===== src/rtl/flagPkg.sv =====
package flagPkg;

  localparam int NUM_SIZES = 3;

  typedef struct packed {
    logic dir;
    logic parity;
    logic aux;
    logic zero;
    logic sign;
    logic ovf;
    logic carry;
  } flagsT;

  typedef struct packed {
    logic loadArith;
    logic dirSet;
    logic dirClr;
  } strobeT;

endpackage


===== src/rtl/flagCtrl.sv =====
module flagCtrl
  import flagPkg::*;
(
  input  logic   valid,
  input  logic   setDir,
  input  logic   clrDir,
  output strobeT strobe
);

  // Set has priority over clear for the direction bit.
  always_comb begin
    strobe.loadArith = valid;
    strobe.dirSet    = setDir;
    strobe.dirClr    = clrDir & ~setDir;
  end

endmodule


===== src/rtl/flagDatapath.sv =====
module flagDatapath
  import flagPkg::*;
#(
  parameter int DATA_W = 32
) (
  input  logic              clk,
  input  logic              rst,
  input  strobeT            strobe,
  input  logic              isSub,
  input  logic [1:0]        sizeSel,
  input  logic [DATA_W-1:0] opA,
  input  logic [DATA_W-1:0] opB,
  output logic [DATA_W-1:0] resultQ,
  output flagsT             flagsQ
);

  localparam int EXT_W = DATA_W + 1;
  localparam int IDX_W = $clog2(NUM_SIZES);

  logic [DATA_W-1:0] bEff;
  logic [EXT_W-1:0]  sumX;
  logic [EXT_W-1:0]  carryVec;
  logic [IDX_W-1:0]  sizeIdx;

  logic [NUM_SIZES-1:0] cyBySize;
  logic [NUM_SIZES-1:0] ovBySize;
  logic [NUM_SIZES-1:0] sgBySize;
  logic [NUM_SIZES-1:0] zrBySize;
  logic [DATA_W-1:0]    resBySize [NUM_SIZES];

  // Subtract as A + ~B + 1.
  assign bEff     = isSub ? ~opB : opB;
  assign sumX     = {1'b0, opA} + {1'b0, bEff} + EXT_W'(isSub);
  // Carry into each bit position (top bit is the final carry out).
  assign carryVec = sumX ^ {1'b0, opA} ^ {1'b0, bEff};

  always_comb begin
    case (sizeSel)
      2'b00:   sizeIdx = IDX_W'(0);
      2'b01:   sizeIdx = IDX_W'(1);
      default: sizeIdx = IDX_W'(NUM_SIZES - 1);
    endcase
  end

  generate
    for (genvar g = 0; g < NUM_SIZES; g++) begin : gSize
      localparam int W = (g == NUM_SIZES - 1) ? DATA_W : (8 << g);
      localparam logic [DATA_W-1:0] MASK = {DATA_W{1'b1}} >> (DATA_W - W);
      assign resBySize[g] = sumX[DATA_W-1:0] & MASK;
      assign cyBySize[g]  = carryVec[W] ^ isSub;
      assign ovBySize[g]  = carryVec[W] ^ carryVec[W-1];
      assign sgBySize[g]  = sumX[W-1];
      assign zrBySize[g]  = ~|sumX[W-1:0];
    end
  endgenerate

  always_ff @(posedge clk) begin
    if (rst) begin
      resultQ <= '0;
      flagsQ  <= '0;
    end else begin
      if (strobe.loadArith) begin
        resultQ       <= resBySize[sizeIdx];
        flagsQ.carry  <= cyBySize[sizeIdx];
        flagsQ.ovf    <= ovBySize[sizeIdx];
        flagsQ.sign   <= sgBySize[sizeIdx];
        flagsQ.zero   <= zrBySize[sizeIdx];
        flagsQ.aux    <= carryVec[4] ^ isSub;
        flagsQ.parity <= ~^sumX[7:0];
      end
      if (strobe.dirSet)      flagsQ.dir <= 1'b1;
      else if (strobe.dirClr) flagsQ.dir <= 1'b0;
    end
  end


  reset_clear_chk: assert property (@(posedge clk) rst |=> (resultQ == '0 && flagsQ == '0));


  idle_hold_chk: assert property (@(posedge clk) disable iff (rst)
    !strobe.loadArith |=> ($stable(resultQ) && $stable(flagsQ[5:0])));


  dir_hold_chk: assert property (@(posedge clk) disable iff (rst)
    (!strobe.dirSet && !strobe.dirClr) |=> $stable(flagsQ.dir));


  dir_strobe_chk: assert property (@(posedge clk) disable iff (rst)
    $onehot0({strobe.dirSet, strobe.dirClr}));


  borrow_word_chk: assert property (@(posedge clk) disable iff (rst)
    (strobe.loadArith && isSub && sizeSel[1]) |=> (flagsQ.carry == ($past(opA) < $past(opB))));


  parity_byte_chk: assert property (@(posedge clk) disable iff (rst)
    strobe.loadArith |=> (flagsQ.parity == ~^resultQ[7:0]));

endmodule


===== src/rtl/arithFlagUnit.sv =====
module arithFlagUnit
  import flagPkg::*;
#(
  parameter int DATA_W = 32
) (
  input  logic              clk,
  input  logic              rst,
  input  logic              valid,
  input  logic              isSub,
  input  logic [1:0]        sizeSel,
  input  logic [DATA_W-1:0] opA,
  input  logic [DATA_W-1:0] opB,
  input  logic              setDir,
  input  logic              clrDir,
  output logic [DATA_W-1:0] result,
  output logic [6:0]        flags
);

  strobeT strobe;
  flagsT  flagsQ;

  flagCtrl u_ctrl (
    .valid  (valid),
    .setDir (setDir),
    .clrDir (clrDir),
    .strobe (strobe)
  );

  flagDatapath #(.DATA_W(DATA_W)) u_dp (
    .clk     (clk),
    .rst     (rst),
    .strobe  (strobe),
    .isSub   (isSub),
    .sizeSel (sizeSel),
    .opA     (opA),
    .opB     (opB),
    .resultQ (result),
    .flagsQ  (flagsQ)
  );

  assign flags = flagsQ;

endmodule


===== config.mk =====
export PLATFORM = sky130hd
export DESIGN_NAME = arithFlagUnit
export DESIGN_NICKNAME = d
export VERILOG_FILES = /design/src/rtl/flagPkg.sv /design/src/rtl/flagCtrl.sv /design/src/rtl/flagDatapath.sv /design/src/rtl/arithFlagUnit.sv
export SDC_FILE = /design/constraint.sdc
export NUM_CORES = 1
export LEC_CHECK = 0
export BUFFER_PORTS_ARGS = -buffer_cell sky130_fd_sc_hd__clkbuf_2
export CAP_MARGIN = 20
export CORE_ASPECT_RATIO = 1.75
export CORE_MARGIN = 5
export CORE_UTILIZATION = 40
export CTS_BUF_LIST = sky130_fd_sc_hd__clkbuf_2
export CTS_CLUSTER_DIAMETER = 60
export CTS_CLUSTER_SIZE = 12
export DETAILED_ROUTE_END_ITERATION = 16
export HOLD_SLACK_MARGIN = 0.02
export MAX_ROUTING_LAYER = met4
export PLACE_DENSITY = 0.72
export SLEW_MARGIN = 20
export SYNTH_ARGS = -nofsm -noshare
export SYNTH_HDL_FRONTEND = slang
export SYNTH_SLANG_ARGS = --single-unit

===== constraint.sdc =====
create_clock -name clk -period 13 [get_ports clk]
set_clock_uncertainty 0.05 [all_clocks]
set_input_delay 1.95 -clock clk [delete_from_list [all_inputs] [get_ports clk]]
set_output_delay 1.95 -clock clk [all_outputs]
set_load 0.01 [all_outputs]

# Word level (Yosys, flattened, before mapping)
# Index checks and enable logic that the tools add are counted.
# totals
regBits	39
latch_bits	0
mem_bits_rw	0
rom_bits	0
inputBits	72
output_inout_bits	39
word_cells	50
memories	0
# classes
add_sub_neg	2
mul	0
div_mod_pow	0
n_lt_le_gt_ge	2
eq_ne	1
n_shift	0
muxes	15
bitwise	13
n_reduce_logical	9
# ops
operator	n
32-bit 2-to-1 mux	3
33-bit by 32-bit XOR with 33-bit output	2
32-bit binary-select mux with 2-bit select	1
32-bit by 32-bit adder with 33-bit output	1
33-bit by 1-bit adder with 33-bit output	1
32-bit NOT	1
32-bit OR reduction	1
16-bit OR reduction	1
1-bit binary-select mux with 2-bit select	4
8-bit OR reduction	1
8-bit XNOR reduction	1
1-bit XOR	7
1-bit 2-to-1 mux	6
2-bit one-hot mux with 2 select lines	1
3-bit >= comparator (second input constant)	1
1-bit zero test	3
2-bit by 3-bit < comparator with 1-bit output (second input constant)	1
2-bit NOT with 3-bit output	1
2-bit by 1-bit == test with 1-bit output (second input constant)	1
2-bit zero test	1
2-bit nonzero test	1
1-bit AND	1
1-bit NOT	1

# Depth between registers and ports, before layout
# logic_depth
depth_word	9
mapped_depth	16
depth_no_buf	14

# Hierarchy
# A second synthesis with hierarchy kept.
# hier_totals
cells_unflattened	511
hier_area_um2	4103.9
# modules_own_cells
module	n_inst	cells_per_inst	area_each_um2	seq_area_each_um2
flagDatapath	1	508	4075.2	780.7
flagCtrl	1	3	28.8	0.0

# Least setup slack after synthesis
# No wires, ideal clock.
# synth_timing
path_kind	input-to-reg
startpoint	input isSub
endpoint	register, netlist name u_dp.flagsQ[3]
setup_ns	0.059
arrival_time_ns	5.953
required_time_ns	12.891
setup_slack_ns	6.938
path_stages	15
n_path_buf	3
cell_sequence	buf_2 buf_1 clkbuf_1 xor2_1 ha_1 a2111oi_0 o21a_1 o31ai_1 xnor2_1 ha_1 nand3_1 or4_1 or4b_1 nor4_2 a31o_1
# synth_between
elab_chain_len	7
elab_cells_between_ends	11
classes_between	add/sub (2); mux (3); reduce/logical (6)
# synth_rtl
item	line_no	text
start: declaration	arithFlagUnit.sv:9	input logic isSub,
32-bit 2-to-1 mux	flagDatapath.sv:32	assign bEff = isSub ? ~opB : opB;
32-bit by 32-bit adder with 33-bit output	flagDatapath.sv:33	assign sumX = {1'b0, opA} + {1'b0, bEff} + EXT_W'(isSub);
33-bit by 1-bit adder with 33-bit output (*)	flagDatapath.sv:33	
32-bit OR reduction, or another cell as far along	flagDatapath.sv:53	assign zrBySize[g] = ~|sumX[W-1:0];
1-bit zero test	flagDatapath.sv:53	
1-bit binary-select mux with 2-bit select (*)	flagDatapath.sv:67	flagsQ.zero <= zrBySize[sizeIdx];
1-bit 2-to-1 mux (not written as such) (*)	flagDatapath.sv:67	
# Mark *: on every way between the ends. The rest lies on a longest branch, timed or not. The select of a mux whose other input is x is not followed.
# A chain may end at the register's enable or synchronous reset.

# Final worst setup path
# layout_timing
startpoint	input isSub
endpoint	register, netlist name u_dp.flagsQ[3]
# layout_between
elab_chain_len	7
elab_cells_between_ends	11
classes_between	add/sub (2); mux (3); reduce/logical (6)
# layout_rtl
item	line_no
32-bit 2-to-1 mux	flagDatapath.sv:32
32-bit by 32-bit adder with 33-bit output	flagDatapath.sv:33
33-bit by 1-bit adder with 33-bit output (*)	flagDatapath.sv:33
32-bit OR reduction, or another cell as far along	flagDatapath.sv:53
1-bit zero test	flagDatapath.sv:53
1-bit binary-select mux with 2-bit select (*)	flagDatapath.sv:67
1-bit 2-to-1 mux (not written as such) (*)	flagDatapath.sv:67
# Marked as above.

==> results.md <==
Finish:
- The final-layout fill cell count is 1047.
- The finished layout cell area is 4678 um^2.
- The number of antenna diodes in the final layout is 0.
- In the final design database the tool counted 717 nets.
- The layout cell share with drive strength beyond 1 is 0.2224.
- The area growth from synthesis to final layout is 16.73%.

Synth:
- The synthesized netlist occupies a cell area of 4008 um^2.
- The share of synthesized area occupied by flip-flops and latches is 0.1948.
- The most common flop cell mapped by yosys is dfxtp_1.
- In the post-synthesis netlist, the biggest area contributors are dfxtp_1, ha_1, xor2_1.
- The synthesized area per cell is 7.843 um^2.
- When the netlist entered floorplanning its net count stood at 622.
- The synthesized flop and latch total is 39.
- The cell taking the most area after synthesis is dfxtp_1.
- The number of distinct library cells after synthesis is 59.
- The share of synthesized area in the top cell type comes to 0.1948.
- For this run, the number of Yosys warnings is 0.
- The async set or reset register ratio after synthesis is 0.
- Yosys mapped a number of flops with a built-in enable equal to 0.
- The number of instances in the synthesized netlist is 511.

Placed design:
- After detailed placement, the total cell area comes to 4636 um^2.
- The sum of net half-perimeters after detailed placement is 10340 um.
- The congestion estimate from routability-driven global placement came to 0.9685.
- The worst slack at placement is 7.086 ns.
- The total of buffers placed on input and output ports is 110.

Clock network:
- The insertion delay of the later-clocked pin in the worst-skew pair is 0.39 ns.
- The number of clock buffers added by TritonCTS is 5.
- TritonCTS built the clock tree.
- The clock sink count is 39.
- No sink is reached through more buffers than the 2 on the longest clock path.
- Clock-pin slew was measured on the worst setup and hold paths at 0.23 ns.
- The number of buffers inserted for hold repair after clock tree synthesis is 0.
- The number of cells upsized or downsized after cts is 0.
- The root buffer cell chosen for the clock tree is clkbuf_2.
- The total setup buffers inserted after CTS is 0.
- The number of H-tree levels is 2.

Power:
- The share of total power dissipated in combinational logic is 0.610.
- The reported leakage power is 0.002144 uW.
- The internal portion of total power is 275.3 uW.
- The total power per unit cell area is 108.9 nW/um^2.
- VDD sags by at most 0.04165 mV.
- The register share of total power is 0.276.
- Of the total power, the share spent switching nets is 0.4594.
- Summing internal, switching and leakage power gives 509.3 uW.
- The clock share of power is 0.114.
- The switching power of the nets is 234.0 uW.

GRT:
- The overall global routing resource usage is 0.2137.
- For this run the aggregate overflow at the end of global routing stands at 0.
- The initial antenna violation count is 0.
- The first global-routing pass estimated 20590 um of wire.
- The number of global-route vias before repair is 4505.
- The largest net degree at the start of global routing is 41.

STA:
- The number of setup violations in the final report is 0.
- The slew of the pin with the lowest slew margin is 0.9609 ns.
- The setup TNS after final layout is 0 ns.
- The achievable clock frequency is 178.9 MHz.
- The count of pins over their slew limit is 0.
- The worst path needs 5.590 ns of the cycle, external delays included.
- Headroom to the max-slew limit came out at 0.3570.
- In the finished design, the share of the clock period the worst path needs comes to 0.4300.
- In the post-route analysis, the smallest setup slack over all paths is 7.410 ns.
- The number of hold violations in the final report was 0.
- Setup repair after global routing left no endpoint under its margin.

Worst setup path:
- The largest stage delay on the critical path is 0.59 ns.
- The worst setup path is launched from an input pin.
- The endpoint class of the critical path is a flip-flop.
- The worst setup path category is input pin to flip-flop.
- The cell repeated most along the worst path is ha_1.
- Broken down by cell family, the worst path's largest delay share belongs to simple AND/OR/NAND/NOR gates.
- Walking the worst path, the cells encountered are clkbuf_2, buf_4, xor2_1, ha_1, a2111oi_0, o21a_1, o31ai_1, xnor2_1, ha_1, nand3_1, or4_1, or4b_1, nor4_2, a31o_1.
- The number of buffers and inverters on the critical path is 2.
- Data on the critical path is required at its endpoint by 13.34 ns.
- The top fanout value on the critical path is 35.
- The arrival time of the worst setup path is 5.93 ns.
- The largest individual stage delay along the critical path comes from the cell a2111oi_0.

Floorplan:
- The floorplan step set the die height to 142.4 um.
- For this design the top-level I/O count stands at 111.
- The floorplan step defined a die boundary enclosing 12200 um^2.
- The core region is 9849 um^2.
- For this configuration, the core starts out at a cell density of 0.4069.
- The horizontal extent of the die is 85.67 um.
- The initialized floorplan defines 48 standard-cell rows.

Route:
- The remaining design rule violation count is 0.
- The remaining number of nets flagged by the antenna check after routing is 0.
- For this run, the detailed router's first-pass iteration total came to 5.
- The final routed wirelength across all metal layers is 12450 um.
- In the routed layout, each cell is associated on average with a via count of 5.689.
- The detailed router placed 4164 vias in this run.
- The violation count after the first detailed-routing iteration is 261.
- After detailed routing, the average wire length per cell comes to 17.01 um.

Run status:
- The run finished with clean final reports.

Min path:
- The tightest min-delay check is of the flip-flop to flip-flop type.

Flow run:
- The number of max-capacitance violations reported is 0.
metal layers:
layer | up-vias | track usage | routed length (um)
met1 | 1915 | 0.2073 | 4387
met3 | 61 | 0.02260 | 549
met5 | - | - | 0
met2 | 153 | 0.3988 | 6760
met4 | 0 | 0.1276 | 756
li1 | 2035 | - | -
metrics by stage:
step | hold slack [ns] | cells | util
6_report | 0.4382 | 732 | 0.4750
5_1_grt | 0.4549 | 732 | 0.4750
4_1_cts | 0.4410 | 732 | 0.4750
3_5_place_dp | 0.4154 | 724 | 0.4707
3_3_place_gp | 0.4128 | 724 | 0.4707
2_1_floorplan | 0.4400 | 511 | -
worst paths after layout:
| path | from | end | slack [ns] | depth (start not counted) |
|---|---|---|---|---|
| worst max register to register | u_dp.flagsQ[3]$_SDFFE_PP0P_ | u_dp.flagsQ[3]$_SDFFE_PP0P_ | 12.15 | 3 |
| worst min register to register | u_dp.resultQ[13]$_SDFFE_PP0P_ | u_dp.resultQ[13]$_SDFFE_PP0P_ | 0.44 | 2 |
| worst max-delay path | isSub | u_dp.flagsQ[3]$_SDFFE_PP0P_ | 7.41 | 14 |
| worst min-delay path | u_dp.resultQ[13]$_SDFFE_PP0P_ | u_dp.resultQ[13]$_SDFFE_PP0P_ | 0.44 | 2 |
synth_stat cells (4+ instances only):
library cell,number
nor2_1,57
a21oi_1,48
xor2_1,48
dfxtp_1,39
nand2_1,39
ha_1,38
xnor2_1,25
o21ai_0,22
clkbuf_1,18
a22oi_1,16
a21o_1,11
inv_1,11
nand3_1,11
a211oi_1,8
mux2i_1,7
o21a_1,7
and3_1,6
nor2b_1,6
and2_1,5
nand2b_1,5
nor3_1,5
a211o_1,4
nand4_1,4
nor4_1,4
o2111ai_1,4
power by group through the flow:
stage                     clock network [uW]  logic [uW]  registers, uW
after floorplan                            0         216            148
after global placement                     0         304            143
after detailed placement                   0         308            143
after CTS                               60.0         310            141
after global routing                    64.8         344            142
final                                   57.9         311            140
cell usage in the layout (no fill, tap or decap), types with 8 or more instances in the layout:
master and n:
a211oi_1 8, xor2_1 48, a22oi_1 16, clkbuf_2 116, ha_1 38, a21oi_1 48
xnor2_1 25, nor2_1 57, nand2_1 39, dfxtp_1 39, inv_1 11, a21o_1 11
nand3_1 11, o21ai_0 22
logic make-up (layout without fill, tap and decap cells):
group,after synthesis,in the layout,synth area share
xor+xnor,75,75,0.1708
buf+inv,35,131,0.03372
flops,39,39,0.1948
simple gates,157,157,0.1858
mux,7,7,0.01748
compound gates,159,159,0.2738
fa+ha+maj,39,39,0.1236
area by class of cell:
type / instances / area (um^2) / share of cell area
clock inverter: 2 / 12.51 / 0.002675
timing repair buffer: 112 / 565.5 / 0.1209
clock buffer: 6 / 30.03 / 0.006419
tap: 125 / 156.4 / 0.03343
inverter: 11 / 41.29 / 0.008826
multi-input combinational: 437 / 3092 / 0.6609
sequential: 39 / 780.7 / 0.1669
tightest hold or removal path, cell delays in order (launching register included):
cell and delay (ns):
dfxtp_1 0.36, nand2_1 0.06, a21oi_1 0.05
flip-flops by register name, indices dropped and copies added, names as in the netlist:
signal	flops
u_dp.resultQ	32
u_dp.flagsQ	7
No activity file was read; power rests on OpenSTA's default activity.
